## src/rtl/rtc_alarm_pkg.sv

```systemverilog
package rtc_alarm_pkg;
    localparam int ADDR_W = 12;

    // register offsets decoded by software drivers
    localparam logic [ADDR_W-1:0] OFF_COUNT = 12'h000;
    localparam logic [ADDR_W-1:0] OFF_MATCH = 12'h004;
    localparam logic [ADDR_W-1:0] OFF_LOAD  = 12'h008;
    localparam logic [ADDR_W-1:0] OFF_CTRL  = 12'h00C;
    localparam logic [ADDR_W-1:0] OFF_MASK  = 12'h010;
    localparam logic [ADDR_W-1:0] OFF_RAW   = 12'h014;
    localparam logic [ADDR_W-1:0] OFF_MSTAT = 12'h018;
    localparam logic [ADDR_W-1:0] OFF_CLEAR = 12'h01C;

    // identification bytes occupy the last 32 bytes of the window
    localparam logic [6:0] ID_WIN_TAG = 7'h7F;

    function automatic logic [7:0] id_byte(input logic [2:0] idx);
        logic [7:0] b;
        case (idx)
            3'd0:    b = 8'h31;
            3'd1:    b = 8'h10;
            3'd2:    b = 8'h14;
            3'd3:    b = 8'h00;
            3'd4:    b = 8'h0D;
            3'd5:    b = 8'hF0;
            3'd6:    b = 8'h05;
            default: b = 8'hB1;
        endcase
        return b;
    endfunction
endpackage

```

## src/rtl/rtc_sec_counter.sv

```systemverilog
module rtc_sec_counter #(
    parameter int W = 32
) (
    input  logic         clk,
    input  logic         rst_n,
    input  logic         tick,
    input  logic         load_en,
    input  logic [W-1:0] load_val,
    output logic [W-1:0] cnt_q,
    output logic [W-1:0] cnt_nxt
);
    localparam logic [W-1:0] ONE = W'(1);

    // a load beats a coincident tick
    always_comb begin
        if (load_en)
            cnt_nxt = load_val;
        else if (tick)
            cnt_nxt = cnt_q + ONE;
        else
            cnt_nxt = cnt_q;
    end

    always_ff @(posedge clk) begin
        if (!rst_n)
            cnt_q <= '0;
        else
            cnt_q <= cnt_nxt;
    end
endmodule

```

## src/rtl/rtc_alarm_irq.sv

```systemverilog
module rtc_alarm_irq #(
    parameter int W = 32
) (
    input  logic         clk,
    input  logic         rst_n,
    input  logic         tick,
    input  logic         load_en,
    input  logic         match_en,
    input  logic         mask_en,
    input  logic         clr_en,
    input  logic [W-1:0] wdata,
    input  logic         wbit0,
    input  logic [W-1:0] cnt_nxt,
    output logic [W-1:0] match_q,
    output logic         mask_q,
    output logic         raw_q,
    output logic         irq
);
    logic [W-1:0] match_nxt;
    logic         eval;
    logic         hit;
    logic         raw_d;

    assign match_nxt = match_en ? wdata : match_q;
    // compare only when the count or the match value may change
    assign eval      = tick | load_en | match_en;
    assign hit       = eval && (cnt_nxt == match_nxt);

    always_comb begin
        if (hit)
            raw_d = 1'b1;
        else if (clr_en && wbit0)
            raw_d = 1'b0;
        else
            raw_d = raw_q;
    end

    always_ff @(posedge clk) begin
        if (!rst_n) begin
            match_q <= '0;
            mask_q  <= 1'b0;
            raw_q   <= 1'b0;
        end else begin
            match_q <= match_nxt;
            raw_q   <= raw_d;
            if (mask_en)
                mask_q <= wbit0;
        end
    end

    assign irq = raw_q & mask_q;
endmodule

```

## src/rtl/rtc_id_rom.sv

```systemverilog
module rtc_id_rom (
    input  logic [2:0] idx,
    output logic [7:0] byte_o
);
    import rtc_alarm_pkg::*;
    assign byte_o = id_byte(idx);
endmodule

```

## src/rtl/rtc_alarm_top.sv

```systemverilog
module rtc_alarm_top #(
    parameter int DATA_W = 32
) (
    input  logic                              clk,
    input  logic                              rst_n,
    input  logic                              sec_tick,
    input  logic                              bus_sel,
    input  logic                              bus_wr,
    input  logic [rtc_alarm_pkg::ADDR_W-1:0]  bus_addr,
    input  logic [DATA_W-1:0]                 bus_wdata,
    output logic [DATA_W-1:0]                 bus_rdata,
    output logic                              alarm_irq
);
    import rtc_alarm_pkg::*;

    localparam int PAD_BIT  = DATA_W - 1;
    localparam int PAD_BYTE = DATA_W - 8;

    logic              wr_acc;
    logic              load_en, match_en, mask_en, clr_en;
    logic [DATA_W-1:0] cnt_q, cnt_nxt, match_q, lval_q;
    logic              mask_q, raw_q;
    logic [7:0]        id_val;
    logic              in_id_win;

    assign wr_acc   = bus_sel & bus_wr;
    assign load_en  = wr_acc && (bus_addr == OFF_LOAD);
    assign match_en = wr_acc && (bus_addr == OFF_MATCH);
    assign mask_en  = wr_acc && (bus_addr == OFF_MASK);
    assign clr_en   = wr_acc && (bus_addr == OFF_CLEAR);

    rtc_sec_counter #(.W(DATA_W)) u_cnt (
        .clk      (clk),
        .rst_n    (rst_n),
        .tick     (sec_tick),
        .load_en  (load_en),
        .load_val (bus_wdata),
        .cnt_q    (cnt_q),
        .cnt_nxt  (cnt_nxt)
    );

    rtc_alarm_irq #(.W(DATA_W)) u_alm (
        .clk      (clk),
        .rst_n    (rst_n),
        .tick     (sec_tick),
        .load_en  (load_en),
        .match_en (match_en),
        .mask_en  (mask_en),
        .clr_en   (clr_en),
        .wdata    (bus_wdata),
        .wbit0    (bus_wdata[0]),
        .cnt_nxt  (cnt_nxt),
        .match_q  (match_q),
        .mask_q   (mask_q),
        .raw_q    (raw_q),
        .irq      (alarm_irq)
    );

    rtc_id_rom u_id (
        .idx    (bus_addr[4:2]),
        .byte_o (id_val)
    );

    // last value written to the load register, for readback
    always_ff @(posedge clk) begin
        if (!rst_n)
            lval_q <= '0;
        else if (load_en)
            lval_q <= bus_wdata;
    end

    assign in_id_win = (bus_addr[ADDR_W-1:5] == ID_WIN_TAG);

    always_comb begin
        bus_rdata = '0;
        if (bus_sel && !bus_wr) begin
            if (in_id_win) begin
                bus_rdata = {{PAD_BYTE{1'b0}}, id_val};
            end else begin
                case (bus_addr)
                    OFF_COUNT: bus_rdata = cnt_q;
                    OFF_MATCH: bus_rdata = match_q;
                    OFF_LOAD:  bus_rdata = lval_q;
                    OFF_CTRL:  bus_rdata = {{PAD_BIT{1'b0}}, 1'b1};
                    OFF_MASK:  bus_rdata = {{PAD_BIT{1'b0}}, mask_q};
                    OFF_RAW:   bus_rdata = {{PAD_BIT{1'b0}}, raw_q};
                    OFF_MSTAT: bus_rdata = {{PAD_BIT{1'b0}}, raw_q & mask_q};
                    default:   bus_rdata = '0;
                endcase
            end
        end
    end
endmodule

```

## config.mk

```make
export PLATFORM = sky130hd
export DESIGN_NAME = rtc_alarm_top
export DESIGN_NICKNAME = d
export VERILOG_FILES = /design/src/rtl/rtc_alarm_pkg.sv /design/src/rtl/rtc_sec_counter.sv /design/src/rtl/rtc_alarm_irq.sv /design/src/rtl/rtc_id_rom.sv /design/src/rtl/rtc_alarm_top.sv
export SDC_FILE = /design/constraint.sdc
export NUM_CORES = 1
export LEC_CHECK = 0
export BUFFER_PORTS_ARGS = -buffer_cell sky130_fd_sc_hd__buf_2
export CAP_MARGIN = 20
export CELL_PAD_IN_SITES_DETAIL_PLACEMENT = 2
export CELL_PAD_IN_SITES_GLOBAL_PLACEMENT = 2
export CORE_MARGIN = 5
export CORE_UTILIZATION = 34
export DETAILED_ROUTE_END_ITERATION = 6
export GPL_ROUTABILITY_DRIVEN = 0
export GPL_TIMING_DRIVEN = 0
export HOLD_SLACK_MARGIN = 0.15
export PLACE_DENSITY = 0.82
export SKIP_CTS_REPAIR_TIMING = 1
export SLEW_MARGIN = 20
export SYNTH_ARGS = -nofsm -noshare
export SYNTH_HDL_FRONTEND = slang
export SYNTH_HIERARCHICAL = 1
export SYNTH_SLANG_ARGS = --single-unit
```

## constraint.sdc

```tcl
create_clock -name clk -period 4.72 [get_ports clk]
set_input_delay 0.472 -clock clk [delete_from_list [all_inputs] [get_ports clk]]
set_output_delay 0.472 -clock clk [all_outputs]
set_load 0.03 [all_outputs]
```

==> flow_summary.yaml, run 1 <==
flow_run:
  cap_violations: 0
clock_network:
  cts_sinks: 98
  h-tree-depth: 3
  cts_buffer_depth: 2
  insertion_delay_ps: 360
  cts_root_buf: "sky130_fd_sc_hd__clkbuf_16"
  cts_made_buffers: 9
  tritoncts: "done"
  worst_setup_hold_path_clk_slew_ps: 70
timing:
  post-route-worst-setup-slack_ps: 192
  tightest_slew_ps: 1080
  fmax_mhz: 221
  finalHoldViolations: 0
  finalCritPeriodShare: 0.959
  relSlewSlack: 0.276
  final-max-slew-violation-count: 0
  clock-skew-final_ps: 4.43
  finalSetupViolCount: 0
  grt_setup_unrepaired: "no"
  period_needed_ps: 4530
grt:
  grt_usage: 0.256
  via_count_of_the_first_global_routing_pass: 6889
  overflow: 0
  grt_max_degree: 16
  number_of_antenna_violations_at_the_first_check_in_global_routing: 0
  first_pass_grt_wire_length_microns: 40400
synthesis:
  synth-simple-area-share: 0.289
  syn-instance-count: 771
  synth_fp_nets: 821
  post-synth-top-area-fraction: 0.320
  post_synth.cell_area_avg_sq_um: 7.94
  synth.largest_area_cell: "sky130_fd_sc_hd__dfxtp_1"
  yosys_most_used_dff: "sky130_fd_sc_hd__dfxtp_1"
  synth_fa_ha_area_frac: 0.00204
  yosys.area_share.xor_xnor: 0.0658
  yosys-mux-area-fraction: 0.116
  yosys.cell_types.count: 66
  yosys_warnings: 6
  dominant_combinational_cell_family_by_area_after_synthesis: "simple AND/OR/NAND/NOR gates"
  share_of_synthesized_flip_flops_with_an_asynchronous_set_or_reset: 0
  sequential_cell_area_fraction_in_the_yosys_report: 0.320
  synth.area.top_cells: "sky130_fd_sc_hd__dfxtp_1, sky130_fd_sc_hd__mux2i_1, sky130_fd_sc_hd__nor2_1, sky130_fd_sc_hd__nand2_1, sky130_fd_sc_hd__xnor2_1"
  synth_compound_gate_area_share: 0.151
  syn-cell-area_sq_um: 6120
  synth-edff-count: 0
  postSynthRegisterBits: 98
cells_and_area:
  nNetsFinal: 913
  flow.area_growth_from_synthesis_pct: 16.8
  final_layout_size_suffix_gt1_frac: 0.168
  total_inserted_antenna_cells: 0
  commonest_non_fill_non_tap_cell_in_the_layout: "sky130_fd_sc_hd__dfxtp_1"
  layout.cells.most_common_list: "sky130_fd_sc_hd__dfxtp_1, sky130_fd_sc_hd__buf_2, sky130_fd_sc_hd__nor2_1, sky130_fd_sc_hd__nand2_1, sky130_fd_sc_hd__mux2i_1"
place:
  dp_slack_ps: -402
  hpwlAfterDp_microns: 19400
  port-buffer-count: 81
drt:
  final_wirelength_microns: 26400
  detail_route.iter0.violations: 385
  drc: 0
  drtPass1Iterations: 5
  routedWlPerCell_microns: 24.1
  drt-vias-per-instance: 5.81
  route.antenna.remaining_nets: 0
  vias: 6367
power:
  power_leakage_uw: 0.00247
  peakVddDrop_v: 0.000163
  power-per-cell-area_nw_per_um2: 248
  finalPower_uw: 1770
floorplanning:
  fp.coreArea_sq_um: 17800
  fp-row-count: 49
  die_area_sq_um: 20800
  die-width_microns: 144
  initial_utilization: 0.343
  number_of_top_level_pins: 82
  die_y_microns: 144
setup_path:
  crit_path_cell_trace: "buf_2 -> clkbuf_1 -> or4_1 -> clkbuf_1 -> nor4_1 -> clkbuf_2 -> clkbuf_1 -> clkbuf_2 -> a311oi_1 -> nor3_1 -> xor2_1 -> nor2_1 -> a21oi_1 -> nor4_1 -> a32o_1"
  cp_max_fo: 10
  crit_path_end_kind: "flop"
  critPathArrivalTime_ps: 4830
  critical_path.slowest_cell: "sky130_fd_sc_hd__nor4_1"
  required_ps: 5020
  longest_individual_stage_delay_on_the_worst_path_ps: 520
  critical_path.most_common_cell: "sky130_fd_sc_hd__clkbuf_1"
  criticalPathCategory: "in -> reg"
  start_kind: "input port"
worst_hold_path:
  holdCritPathClass: "in -> reg"
status:
  outcome: "completed"
==> layout make-up <==
class / count / area [sq um]
clock buffer: 13 / 270
sequential: 98 / 1960
buffer: 58 / 293
timing repair buffer: 81 / 405
fill: 2103 / 10700
inverter: 11 / 41.3
multi-input combinational: 604 / 3860
tap: 229 / 287
clock inverter: 2 / 35.0
==> kinds of logic after synthesis <==
logic type,count (synthesis)
XOR/XNOR,46
other,1
buffers and inverters,69
AND/OR/NAND/NOR,341
adder cells (fa/ha/maj),1
AO/OA/AOI/OAI,146
multiplexers,69
flip-flops,98
==> worst paths after layout <==
kind	to	startpoint	depth (start not counted)	slack [ps]
max	u_alm/raw_q$_SDFFE_PN0P_	bus_addr[4]	15	190
min	lval_q[30]$_SDFFE_PN0P_	bus_wdata[30]	3	370
max reg2reg	u_alm/raw_q$_SDFFE_PN0P_	u_cnt/cnt_q[2]$_SDFF_PN0_	10	1160
min reg2reg	lval_q[17]$_SDFFE_PN0P_	lval_q[17]$_SDFFE_PN0P_	2	460
==> layer usage <==
| metal | global-route usage | vias to the layer above | share of wire |
|---|---|---|---|
| met2 | 0.441 | 135 | 0.48 |
| met1 | 0.314 | 3222 | 0.44 |
| met3 | 0.0437 | 54 | 0.031 |
| met4 | 0.113 | 0 | 0.044 |
| li1 | - | 2956 | - |
| met5 | 0 | - | 0 |
==> synth_stat cells, drive strengths merged, types with 2 or more instances <==
| cell | n |
|---|---|
| a211oi | 12 |
| a21oi | 26 |
| a22oi | 16 |
| a311o | 2 |
| a311oi | 7 |
| a31o | 2 |
| a31oi | 17 |
| and2 | 7 |
| and2b | 2 |
| and3 | 2 |
| and4 | 7 |
| buf | 15 |
| clkbuf | 43 |
| dfxtp | 98 |
| inv | 10 |
| mux2 | 14 |
| mux2i | 55 |
| nand2 | 75 |
| nand2b | 3 |
| nand3 | 44 |
| nand4 | 20 |
| nand4b | 3 |
| nor2 | 78 |
| nor2b | 40 |
| nor3 | 16 |
| nor3b | 2 |
| nor4 | 26 |
| o21ai | 46 |
| o22ai | 2 |
| o31a | 2 |
| o31ai | 4 |
| or2 | 2 |
| or3 | 8 |
| or4 | 4 |
| xnor2 | 31 |
| xor2 | 15 |
==> state kept, by name, summed over array words and instances (netlist names) <==
name and count:
u_alm/raw_q 1, u_cnt/cnt_q 32, u_alm/match_q 32, u_alm/mask_q 1, lval_q 32
==> critical path: cells and delay by family <==
kind	cells	cell delay, ps
XOR/XNOR	1	110
AND/OR/NAND/NOR	5	2050
AO/OA/AOI/OAI	3	430
buffers and inverters	6	1750
==> through the flow <==
stage	TNS [ps]	util	instances	cell area, sq um	hold slack, ps
after floorplan	0	-	771	6120	428
after global placement	-388	0.382	1081	6820	445
after detailed placement	-402	0.383	1081	6840	455
after CTS	-97.9	0.400	1096	7140	367
after global routing	0	0.401	1096	7150	388
final	0	0.401	1096	7150	369
==> where the power goes <==
part	internal [uW]	leakage [uW]	switching, uW
Sequential	830	0.000790	7.11
Combinational	50.1	0.00153	98.0
Clock	452	0.000152	336
Power figures use the tool's default switching activity.
==> run 2: changes to the inputs <==
--- a/config.mk
+++ b/config.mk
@@ -16,6 +16,7 @@
 export GPL_TIMING_DRIVEN = 0
 export HOLD_SLACK_MARGIN = 0.15
 export PLACE_DENSITY = 0.82
+export RECOVER_POWER = 50
 export SKIP_CTS_REPAIR_TIMING = 1
 export SLEW_MARGIN = 20
 export SYNTH_ARGS = -nofsm -noshare
==> run 2 against run 1 <==
  * The run now ends with max-capacitance violations, max-slew violations left
  * Setup slack improved by 13 ps
  * Worst hold slack worse by 1.0 ps
  * Non-clock buffer count did not move
  * Sequential power about the same
  * Critical endpoint unchanged
  * Largest cell class unchanged
==> flow_summary.yaml, run 2 (synthesized netlist as in run 1, its figures left out) <==
status:
  outcome: "finished, violations left"
  violations: "max-capacitance violations, max-slew violations"
timing:
  clock-skew-final_ps: 5.18
  fin_setup_tns_ps: 0
  grt_setup_unrepaired: "no"
  finalSetupViolCount: 0
  post-route-worst-setup-slack_ps: 206
  finalCritPeriodShare: 0.956
  relSlewSlack: -0.540
  tightest_slew_ps: 2290
  finalHoldViolations: 0
  fmax_mhz: 222
  period_needed_ps: 4510
  final-max-slew-violation-count: 11
  timing.hold.ws_ps: 368
place:
  dpl-instance-area_sq_um: 6840
  dp_slack_ps: -402
  port-buffer-count: 81
  hpwlAfterDp_microns: 19400
cells_and_area:
  total_inserted_antenna_cells: 0
  regs_by_ff_count: "lval_q (32), u_alm/match_q (32), u_cnt/cnt_q (32)"
  final_layout_size_suffix_gt1_frac: 0.158
  nNetsFinal: 913
  nFillCells: 2109
  flow.area_growth_from_synthesis_pct: 16.1
  commonest_non_fill_non_tap_cell_in_the_layout: "sky130_fd_sc_hd__dfxtp_1"
  stdcell_area_sq_um: 7110
  layout.cells.most_common_list: "sky130_fd_sc_hd__dfxtp_1, sky130_fd_sc_hd__buf_2, sky130_fd_sc_hd__nor2_1, sky130_fd_sc_hd__nand2_1, sky130_fd_sc_hd__mux2i_1"
floorplanning:
  initial_utilization: 0.343
  die-width_microns: 144
  die_area_sq_um: 20800
  die_y_microns: 144
  fp-row-count: 49
  fp.coreArea_sq_um: 17800
  number_of_top_level_pins: 82
clock_network:
  insertion_delay_ps: 360
  cts_made_buffers: 9
  cts_root_buf: "sky130_fd_sc_hd__clkbuf_16"
  tritoncts: "done"
  cts_buffer_depth: 2
  cts_sinks: 98
  h-tree-depth: 3
  worst_setup_hold_path_clk_slew_ps: 70
setup_path:
  critPathArrivalTime_ps: 4820
  crit_path_end_kind: "flop"
  required_ps: 5020
  cp_max_fo: 10
  start_kind: "input port"
  criticalPathCategory: "in -> reg"
grt:
  via_count_of_the_first_global_routing_pass: 6889
  grt_max_degree: 16
  grt_usage: 0.256
  overflow: 0
  number_of_antenna_violations_at_the_first_check_in_global_routing: 0
  first_pass_grt_wire_length_microns: 40400
drt:
  drtPass1Iterations: 5
  route.antenna.remaining_nets: 0
  drt-vias-per-instance: 5.83
  final_wirelength_microns: 26300
  vias: 6393
  drc: 0
  detail_route.iter0.violations: 375
  routedWlPerCell_microns: 24.0
power:
  power_leakage_uw: 0.00243
  peakVddDrop_v: 0.000163
  power-per-cell-area_nw_per_um2: 250
flow_run:
  cap_violations: 1
worst_hold_path:
  holdCritPathClass: "in -> reg"
[run 2: changes by cell type in the layout (fill, tap and decap cells not counted), sizes merged]
cell,change
buf,-8
clkbuf,+8
[run 2: critical path: stages]
cell,delay [ps]
sky130_fd_sc_hd__buf_2,140
sky130_fd_sc_hd__clkbuf_1,210
sky130_fd_sc_hd__or4_1,440
sky130_fd_sc_hd__clkbuf_1,190
sky130_fd_sc_hd__nor4_1,480
sky130_fd_sc_hd__clkbuf_2,370
sky130_fd_sc_hd__inv_1,180
sky130_fd_sc_hd__clkbuf_1,320
sky130_fd_sc_hd__clkbuf_1,420
sky130_fd_sc_hd__nor2_1,240
sky130_fd_sc_hd__nor3_1,100
sky130_fd_sc_hd__xor2_1,180
sky130_fd_sc_hd__nor2_1,220
sky130_fd_sc_hd__a21oi_1,130
sky130_fd_sc_hd__nor4_1,520
sky130_fd_sc_hd__a32o_1,190
[run 2: path summary, 6_finish.rpt]
kind | start | end | slack, ps | depth (start not counted)
setup / recovery | bus_addr[4] | u_alm/raw_q$_SDFFE_PN0P_ | 210 | 16
hold / removal | bus_wdata[30] | lval_q[30]$_SDFFE_PN0P_ | 370 | 3
setup reg to reg | u_cnt/cnt_q[2]$_SDFF_PN0_ | u_alm/raw_q$_SDFFE_PN0P_ | 1150 | 10
hold reg to reg | lval_q[17]$_SDFFE_PN0P_ | lval_q[17]$_SDFFE_PN0P_ | 460 | 2
[run 2: routing by layer]
metal / part of all wire / GRT usage
met5: 0 / 0
met4: 0.046 / 0.113
met2: 0.48 / 0.441
met1: 0.43 / 0.314
met3: 0.040 / 0.0437
[run 2: power breakdown]
| part | internal (uW) | leakage, uW | total, uW | switching [uW] |
|---|---|---|---|---|
| Combinational | 49.9 | 0.00149 | 147 | 97.2 |
| Clock | 452 | 0.000152 | 790 | 339 |
| Sequential | 830 | 0.000790 | 837 | 6.95 |
| Total | 1330 | 0.00243 | 1770 | 443 |
[run 2: metrics by stage]
| stage | util | total power, uW | instances |
|---|---|---|---|
| floorplan | - | 925 | 771 |
| global placement | 0.382 | 999 | 1081 |
| detailed placement | 0.383 | 1000 | 1081 |
| CTS | 0.400 | 1790 | 1096 |
| global route | 0.398 | 1830 | 1096 |
| finish | 0.398 | 1770 | 1096 |
[run 2: layout make-up]
type	instances	area [sq um]	area share
Multi-Input combinational cell	604	3840	0.541
Sequential cell	98	1960	0.276
Timing Repair Buffer	81	402	0.0565
Tap cell	229	287	0.0403
Clock buffer	13	270	0.0380
Buffer	58	268	0.0377
Inverter	11	41.3	0.00581
Clock inverter	2	35.0	0.00493
==> run 3: changes to the inputs <==
--- a/config.mk
+++ b/config.mk
@@ -5,17 +5,18 @@
 export SDC_FILE = /design/constraint.sdc
 export NUM_CORES = 1
 export LEC_CHECK = 0
+export ABC_AREA = 1
 export BUFFER_PORTS_ARGS = -buffer_cell sky130_fd_sc_hd__buf_2
 export CAP_MARGIN = 20
 export CELL_PAD_IN_SITES_DETAIL_PLACEMENT = 2
 export CELL_PAD_IN_SITES_GLOBAL_PLACEMENT = 2
 export CORE_MARGIN = 5
-export CORE_UTILIZATION = 34
+export CORE_UTILIZATION = 31
 export DETAILED_ROUTE_END_ITERATION = 6
 export GPL_ROUTABILITY_DRIVEN = 0
 export GPL_TIMING_DRIVEN = 0
 export HOLD_SLACK_MARGIN = 0.15
-export PLACE_DENSITY = 0.82
+export PLACE_DENSITY = 0.83
 export RECOVER_POWER = 50
 export SKIP_CTS_REPAIR_TIMING = 1
 export SLEW_MARGIN = 20
==> run 3 against run 2 <==
  * The flow now finishes without violations
  * Cell count is 37% higher
  * First-iteration DRC count is 13% lower
  * Clock power is 0.6% lower
  * Worst hold slack worse by 3.0 ps
  * Non-clock buffer count is 12 lower
  * Register-to-register slack better by 810 ps
  * Synthesized area is 10% higher
  * Die area is 19% higher
  * Final area is 8.5% higher
  * Global-route usage is 0.72 points lower
  * Sequential share of layout area is 2.2 points lower
  * Sequential power is 0.5% lower
  * Critical endpoint unchanged
  * Largest power group unchanged
  * Highest routed layer unchanged
==> flow_summary.yaml, run 3 <==
grt:
  grt_usage: 0.249
  first_pass_grt_wire_length_microns: 47200
  via_count_of_the_first_global_routing_pass: 8455
  overflow: 0
  number_of_antenna_violations_at_the_first_check_in_global_routing: 0
  grt_max_degree: 15
synthesis:
  synth.area.top_cells: "sky130_fd_sc_hd__dfxtp_1, sky130_fd_sc_hd__nand2_1, sky130_fd_sc_hd__nand3_1, sky130_fd_sc_hd__nor2_1, sky130_fd_sc_hd__inv_1"
  yosys_most_used_dff: "sky130_fd_sc_hd__dfxtp_1"
  share_of_synthesized_flip_flops_with_an_asynchronous_set_or_reset: 0
  synth_fp_nets: 1176
  yosys.cell_types.count: 42
  synth-edff-count: 0
  synth.top_cells.by_count: "sky130_fd_sc_hd__nand2_1, sky130_fd_sc_hd__nor2_1, sky130_fd_sc_hd__nand3_1"
  sequential_cell_area_fraction_in_the_yosys_report: 0.291
  postSynthRegisterBits: 98
  syn-cell-area_sq_um: 6740
  yosys_warnings: 6
  post-synth-top-area-fraction: 0.291
  post_synth.cell_area_avg_sq_um: 5.98
  synth.most_common_cell: "sky130_fd_sc_hd__nand2_1"
  synth.largest_area_cell: "sky130_fd_sc_hd__dfxtp_1"
  syn-instance-count: 1126
drt:
  final_wirelength_microns: 30700
  detail_route.iter0.violations: 326
  drt-vias-per-instance: 5.26
  vias: 7895
  route.antenna.remaining_nets: 0
  drc: 0
  routedWlPerCell_microns: 20.5
  drtPass1Iterations: 5
worst_hold_path:
  hold-path-cell-count: 3
  holdCritPathClass: "in -> reg"
  min_from: "bus_wdata[22]"
  hold_path_end: "lval_q[22]$_SDFFE_PN0P_"
setup_path:
  worst_r2r_endpoint: "u_alm/raw_q$_SDFFE_PN0P_"
  worst-r2r-cell-count: 16
  cp_top_family: "simple AND/OR/NAND/NOR gates"
  critical_path.slowest_cell: "sky130_fd_sc_hd__clkbuf_1"
  critical_path_buf_inv_count: 6
  ff2ff_setup_slack_ps: 1960
  start_kind: "input port"
  longest_individual_stage_delay_on_the_worst_path_ps: 530
  criticalPathCategory: "in -> reg"
  crit_path_end_kind: "flop"
  required_ps: 5020
  crit_path_cell_trace: "buf_2 -> inv_1 -> nor3_4 -> nand2_1 -> nor2_1 -> buf_4 -> buf_2 -> clkbuf_1 -> nand2_1 -> nand2_1 -> inv_1 -> o211ai_1 -> o21ai_0 -> nor2_1 -> nand2_1 -> nor2_1 -> nand3_1 -> a21oi_2"
  reg2reg_from: "u_cnt/cnt_q[0]$_SDFF_PN0_"
  cp_max_fo: 13
  critical_path.most_common_cell: "sky130_fd_sc_hd__nand2_1"
  critPathArrivalTime_ps: 4410
timing:
  grt_setup_unrepaired: "no"
  finalCritPeriodShare: 0.871
  fmax_mhz: 243
  final-max-slew-violation-count: 0
  relSlewSlack: 0.378
  clock-skew-final_ps: 10.7
  fin_setup_tns_ps: 0
  period_needed_ps: 4110
  finalHoldViolations: 0
  timing.hold.ws_ps: 365
  tightest_slew_ps: 933
  finalSetupViolCount: 0
floorplanning:
  die_area_sq_um: 24800
  die_y_microns: 157
  fp.coreArea_sq_um: 21600
  fp-row-count: 54
  initial_utilization: 0.312
  die-width_microns: 157
  number_of_top_level_pins: 82
cells_and_area:
  layout.cells.most_common_list: "sky130_fd_sc_hd__nand2_1, sky130_fd_sc_hd__nor2_1, sky130_fd_sc_hd__nand3_1, sky130_fd_sc_hd__inv_1, sky130_fd_sc_hd__dfxtp_1"
  final_layout_size_suffix_gt1_frac: 0.147
  flow.area_growth_from_synthesis_pct: 14.4
  commonest_non_fill_non_tap_cell_in_the_layout: "sky130_fd_sc_hd__nand2_1"
  nNetsFinal: 1268
  regs_by_ff_count: "lval_q (32), u_alm/match_q (32), u_cnt/cnt_q (32)"
  total_inserted_antenna_cells: 0
clock_network:
  cts_made_buffers: 9
  tritoncts: "done"
  worst_setup_hold_path_clk_slew_ps: 70
  insertion_delay_ps: 360
  cts_buffer_depth: 2
  h-tree-depth: 3
  cts_root_buf: "sky130_fd_sc_hd__clkbuf_16"
  cts_sinks: 98
flow_run:
  cap_violations: 0
place:
  port-buffer-count: 81
  hpwlAfterDp_microns: 23800
power:
  share_clk_of_total_power: 0.451
  power_leakage_uw: 0.00367
  internal_power_uw: 1300
  sw_frac_of_total: 0.254
  peakVddDrop_v: 0.000172
  power.share.combinational: 0.071
  power_frac_seq: 0.478
  power-per-cell-area_nw_per_um2: 226
  power_switching_uw: 443
status:
  outcome: "completed"
[run 3: cell types whose count changed in the layout (fill, tap and decap cells not counted), sizes merged, moves of 25 or more]
cell / before / now
nand2: 75 / 326
inv: 10 / 125
nor2: 78 / 193
nand3: 44 / 156
mux2i: 55 / 0
nor2b: 40 / 0
a21oi: 26 / 58
clkbuf: 64 / 34
xnor2: 31 / 1
nor4: 26 / 1
[run 3: metrics by stage]
stage | instance area, sq um | utilization | total power (uW) | setup slack, ps | cells
after global placement | 7490 | 0.347 | 970 | 746 | 1487
after detailed placement | 7490 | 0.347 | 974 | 752 | 1487
after global routing | 7710 | 0.357 | 1800 | 446 | 1501
final | 7710 | 0.357 | 1740 | 607 | 1501
after CTS | 7790 | 0.360 | 1750 | 1070 | 1501
after floorplan | 6740 | - | 905 | 2130 | 1126
[run 3: worst min-delay path, stage by stage]
cell and delay, ps:
sky130_fd_sc_hd__buf_2 100, sky130_fd_sc_hd__nor2_1 50, sky130_fd_sc_hd__nor2_1 80
[run 3: kinds of logic after synthesis]
| kind of cell | after synthesis | synth area share |
|---|---|---|
| buf+inv | 172 | 0.114 |
| other cells | 1 | 0.000557 |
| xor+xnor | 5 | 0.00650 |
| fa+ha+maj | 1 | 0.00186 |
| flops | 98 | 0.291 |
| simple gates | 717 | 0.479 |
| compound gates | 132 | 0.107 |
[run 3: per-layer routing]
metal / part of all wire / vias up / GRT usage
met2: 0.48 / 140 / 0.438
met3: 0.032 / 36 / 0.0357
met4: 0.018 / 0 / 0.0512
li1: - / 3765 / -
met5: 0 / - / 0
met1: 0.47 / 3954 / 0.325
[run 3: power groups by stage]
stage	combinational [uW]	sequential (uW)	clock, uW
final	124	833	785
after global routing	134	833	831
after CTS	124	832	798
after detailed placement	122	852	0
after global placement	119	852	0
after floorplan	53.9	851	0
[run 3: area by class of cell]
class	count	area [sq um]
buffer	46	231
clock buffer	12	256
clock inverter	2	37.5
fill	2771	13900
inverter	126	473
multi-input combinational	856	4000
sequential	98	1960
tap	280	350
timing repair buffer	81	404
[run 3: worst max path at each step]
stage                 from                  endpoint  slack, ps  depth (start not counted)
6_report       bus_addr[3]  u_alm/raw_q$_SDFFE_PN0P_        610                         18
5_1_grt        bus_addr[3]  u_alm/raw_q$_SDFFE_PN0P_        450                         18
4_1_cts        bus_addr[3]  u_alm/raw_q$_SDFFE_PN0P_       1070                         18
3_5_place_dp   bus_addr[3]  u_alm/raw_q$_SDFFE_PN0P_        750                         18
3_3_place_gp   bus_addr[3]  u_alm/raw_q$_SDFFE_PN0P_        750                         20
2_1_floorplan  bus_addr[0]  u_alm/raw_q$_SDFFE_PN0P_       2130                         20
